[src/rtl/zc_gate_pulser.sv]
module zc_gate_pulser #(
  parameter int DELAY_CYC = 1200,
  parameter int WIDTH_CYC = 30
) (
  input  logic clk,
  input  logic rst_n,
  input  logic zc_level,
  input  logic dc_mode,
  input  logic load_en,
  output logic gate_n
);
  localparam int CMAX = (DELAY_CYC > WIDTH_CYC) ? DELAY_CYC : WIDTH_CYC;
  localparam int CW   = $clog2(CMAX + 1);

  typedef enum logic [1:0] {S_IDLE, S_WAIT, S_PULSE} state_t;

  state_t        state;
  logic [CW-1:0] cnt;
  logic          zc_q, primed;
  logic          zc_edge;

  assign zc_edge = primed & (zc_level ^ zc_q);

  always_ff @(posedge clk or negedge rst_n) begin
    if (!rst_n) begin
      zc_q   <= 1'b0;
      primed <= 1'b0;
    end else begin
      zc_q   <= zc_level;
      primed <= 1'b1;
    end
  end

  always_ff @(posedge clk or negedge rst_n) begin
    if (!rst_n) begin
      state <= S_IDLE;
      cnt   <= '0;
    end else if (dc_mode) begin
      state <= S_IDLE;
      cnt   <= '0;
    end else if (zc_edge && load_en) begin
      state <= S_WAIT;
      cnt   <= '0;
    end else begin
      case (state)
        S_WAIT:
          if (!load_en) begin
            state <= S_IDLE;
            cnt   <= '0;
          end else if (cnt == CW'(DELAY_CYC - 1)) begin
            state <= S_PULSE;
            cnt   <= '0;
          end else begin
            cnt <= cnt + 1'b1;
          end
        S_PULSE:
          if (cnt == CW'(WIDTH_CYC - 1)) begin
            state <= S_IDLE;
            cnt   <= '0;
          end else begin
            cnt <= cnt + 1'b1;
          end
        default: cnt <= '0;
      endcase
    end
  end

  assign gate_n = dc_mode ? ~load_en : (state != S_PULSE);

  // Observers for the assertions
  localparam int SAT = DELAY_CYC + 1;
  localparam int SW  = $clog2(SAT + 1);
  localparam int RW  = $clog2(WIDTH_CYC + 2);

  logic [SW-1:0] since_zc;
  logic [RW-1:0] low_run;

  always_ff @(posedge clk or negedge rst_n) begin
    if (!rst_n) begin
      since_zc <= SW'(SAT);
      low_run  <= '0;
    end else begin
      if (zc_edge) since_zc <= '0;
      else if (since_zc != SW'(SAT)) since_zc <= since_zc + 1'b1;
      if (!dc_mode && !gate_n) begin
        if (low_run != {RW{1'b1}}) low_run <= low_run + 1'b1;
      end else begin
        low_run <= '0;
      end
    end
  end

  p_delay_r2: assert property (@(posedge clk) disable iff (!rst_n)
    ($fell(gate_n) && !dc_mode && $past(!dc_mode)) |-> since_zc == SW'(DELAY_CYC));

  p_start_enabled_r4: assert property (@(posedge clk) disable iff (!rst_n)
    ($fell(gate_n) && !dc_mode && $past(!dc_mode)) |-> $past(load_en));

  p_max_width_r3: assert property (@(posedge clk) disable iff (!rst_n)
    !dc_mode |-> low_run <= RW'(WIDTH_CYC));

  p_full_width_r3: assert property (@(posedge clk) disable iff (!rst_n)
    ($rose(gate_n) && !dc_mode && $past(!dc_mode) && !$past(zc_edge && load_en))
      |-> low_run == RW'(WIDTH_CYC));

  p_dc_hold_r8: assert property (@(posedge clk) disable iff (!rst_n)
    (dc_mode && $past(dc_mode) && $stable(load_en)) |-> $stable(gate_n));

endmodule

[config.mk]
export PLATFORM = sky130hd
export DESIGN_NAME = zc_gate_pulser
export DESIGN_NICKNAME = d
export VERILOG_FILES = /design/src/rtl/zc_gate_pulser.sv
export SDC_FILE = /design/constraint.sdc
export NUM_CORES = 1
export LEC_CHECK = 0
export ABC_CLOCK_PERIOD_IN_PS = 2000
export BUFFER_PORTS_ARGS = -buffer_cell sky130_fd_sc_hd__buf_2
export CAP_MARGIN = 20
export CORE_MARGIN = 2
export CORE_UTILIZATION = 57
export DETAILED_ROUTE_END_ITERATION = 8
export HOLD_SLACK_MARGIN = 0.08
export PLACE_DENSITY = 0.73
export SETUP_SLACK_MARGIN = 0.05
export SKIP_CTS_REPAIR_TIMING = 1
export SLEW_MARGIN = 30
export SYNTH_ARGS = -nofsm -noshare
export SYNTH_HDL_FRONTEND = slang
export SYNTH_SLANG_ARGS = --single-unit
export TNS_END_PERCENT = 20
[constraint.sdc]
create_clock -name clk -period 2 [get_ports clk]
set_clock_uncertainty 0.1 [all_clocks]
set_input_delay 0.1 -clock clk [delete_from_list [all_inputs] [get_ports clk]]
set_output_delay 0.1 -clock clk [all_outputs]
set_load 0.02 [all_outputs]
==> key figures <==
Status
  – Outcome: finished, final reports clean

Critical path
  – WP data arrival: 1.86 ns
  – Critical path peak fanout: 11
  – Crit-path slowest cell: dfrtp_1
  – Reg2Reg Setup Slack: 0.19 ns
  – Worst setup SP type: flop
  – R2R Path End: cnt[5]
  – Crit-path max cell delay: roughly 0.42 ns
  – Crit Path Category: flop to flop
  – Critical Path RT: 2.04 ns
  – CP Cell Sequence: ha_1, and4b_1, nand4_2, a32oi_2, buf_4, nor3_1
  – Reg2reg path depth: 6
  – R2R Path Start: cnt[0]
  – Crit path capture type: flop

Clock tree
  – CTS buffer count: 3
  – Root Buffer: clkbuf_4
  – H-tree depth: 1
  – Worst-case clock buffer depth: 2
  – Clock-pin slew on the worst setup and hold paths: 0.09 ns
  – CTS tree: yes
  – CTS sink cnt: 15
  – Clock latency on the worst-skew pair: 0.27 ns

Place
  – Dpl ws: 0.195 ns
  – DP Area: 911 sq um
  – GPL Wtd Cong: 0.890
  – I/O Buffers: 5
  – Placed cell count: 104
  – DP HPWL: 1.09 mm

Detailed routing
  – Iter 0 DRT Violations: 8
  – DRC violations left: 0
  – WL/cell: around 14 um
  – Vias per cell: 5.79
  – Routed Antenna Nets: 0
  – DRT Pass-1 Iters: 4
  – Via count: ~650
  – Final wirelength: about 1.6 mm

GRT
  – Antenna violations before repair: 0
  – Vias in the first global route: 595
  – Total track usage: 19.8%
  – Largest net degree at the start of global routing: 16
  – First-pass GRT wire length: 2.75 mm
  – Global route total overflow: 0

Floorplan
  – # IOs: 6
  – Die Width: 43.2 um
  – Die Ht: 43.2 um
  – Initial core utilization: between 50% and 60%
  – Die area: 1860 sq um
  – Num rows: 14
  – Core Area: 1470 sq um

Pwr
  – Power per cell area: approximately 540 nW/um^2
  – P_sw: between 100 and 150 uW
  – Leakage power: a little under 0.4 nW
  – Worst IR Drop VDD: around 0.35 mV
  – Clk network pwr share: 31.4%
  – Power Total: 530 uW
  – Switching Fraction: 23.4%
  – Register share of total power: 58.5%
  – Power Internal: 406 uW
  – Combinational share of power: about a tenth

Yosys
  – Sequential area share after synthesis: 42.9%
  – Syn avg cell area: 10.4 sq um
  – Yosys reg bits: 15
  – Synth unique cells: 30
  – Syn. warnings: 0
  – Post-Syn Nets: 93
  – Post-Syn Area: 875 sq um
  – Synthesized instance count: between 80 and 90

Timing
  – Pins over their slew limit: 0
  – F_max: 551 MHz
  – RSZ-0062 raised after global routing: no
  – Fin crit share: about nine tenths
  – Final Critical Period: 1.81 ns
  – Final Hold Fails: 0
  – Setup TNS: 0 ns
  – Fin Hold WS: 0.157 ns
  – Final WS setup: 0.185 ns
  – Final setup viols: 0

Finish
  – # fillers: between 100 and 150
  – Final Cell Area: 977 sq um
  – Finished Core Util: 66.4%
  – Diodes inserted: 0
  – Area Overhead vs Synth: 11.7%
  – Reg area: approximately 380 sq um
  – Final #Nets: 106
  – Fin cells: 112
  – Multi-input logic area: 464 sq um
  – Share of layout cells above drive strength 1: about 18%

Run
  – Maximum capacitance violations: 0

Min path
  – Worst Hold Class: input pin to async pin
critical path, delay by kind of cell (launching register included):
| family | cells | cell delay [ns] |
|---|---|---|
| adders and majority gates | 1 | 0.24 |
| and+or+nand+nor | 3 | 0.48 |
| buffers and inverters | 1 | 0.22 |
| AOI/OAI and AO/OA | 1 | 0.23 |
| DFF | 1 | 0.42 |
area by class of cell:
| class | count | area share (%) |
|---|---|---|
| flip-flops and latches | 15 | 38.4 |
| multi-input cells | 62 | 47.5 |
| inverters | 5 | 1.92 |
| repair buffers | 10 | 7.43 |
| clock buffers | 4 | 2.69 |
| well taps | 16 | 2.05 |
layer usage:
metal	track usage (%)	vias to the layer above	share of wire, %
met4	5.45	0	0.58
met5	0	-	0
li1	-	325	-
met2	28.7	10	45
met1	29.7	311	52
met3	4.26	2	2.2
worst max path at each step:
| stage | start | endpoint | cells after the start |
|---|---|---|---|
| 2_1_floorplan | cnt[0] | cnt[2] | 6 |
| 3_3_place_gp | cnt[0] | cnt[10] | 6 |
| 3_5_place_dp | cnt[0] | cnt[8] | 6 |
| 4_1_cts | cnt[0] | cnt[2] | 6 |
| 5_1_grt | cnt[0] | cnt[5] | 6 |
| 6_report | cnt[0] | cnt[5] | 6 |
cells in the final DEF, fill, tap and decap left out, drive strengths merged, types with 2 or more instances in the layout:
cell type and instances:
dfrtp 15, nor3 13, nand2 7, buf 6, inv 5, xor2 5, xnor2 5, ha 4
dlygate4sd3 4, nand4 4, clkbuf 4, nor2 3, o211ai 3, nand3 2, mux2i 2
logic make-up (layout without fill, tap and decap cells):
family,after synthesis,count (layout),share of synthesized area (%)
adders and majority gates,4,4,5.72
buffers and inverters,7,19,4.01
other,1,1,0.429
and+or+nand+nor,36,36,25.6
muxes,2,2,2.29
xor gates and xnor gates,10,10,10.0
AOI/OAI and AO/OA,9,9,9.01
DFF,15,15,42.9
power by group through the flow:
stage	logic, mW	registers [mW]	clock network, mW
3_5_place_dp	0.0477	0.317	0
4_1_cts	0.0478	0.311	0.171
5_1_grt	0.0606	0.311	0.185
2_1_floorplan	0.0298	0.316	0
3_3_place_gp	0.0471	0.317	0
6_report	0.0534	0.310	0.167
flip-flops by register name, summed over array words and instances (netlist names):
signal,count
primed,1
zc_q,1
cnt,11
state,2
cells in the mapped netlist, drive strengths merged:
library cell	n	share of area, %
inv	5	2.1
and4	1	1.0
o211ai	3	2.6
mux2i	2	2.3
and3b	1	1.0
a21boi	1	0.86
a32oi	1	1.9
a221oi	1	1.0
and3	1	0.86
and2	1	1.0
nand4	4	3.6
xor2	5	5.0
or3b	1	1.0
nand3	2	1.1
nor3	13	9.2
ha	4	5.7
dfrtp	15	43
and4bb	1	1.4
buf	2	1.9
nand2	7	3.0
a211o	1	1.0
xnor2	5	5.0
a31oi	1	0.72
and4b	1	1.1
nor2	3	1.3
conb	1	0.43
a2111oi	1	1.0
(Power assumes the default switching activity.)
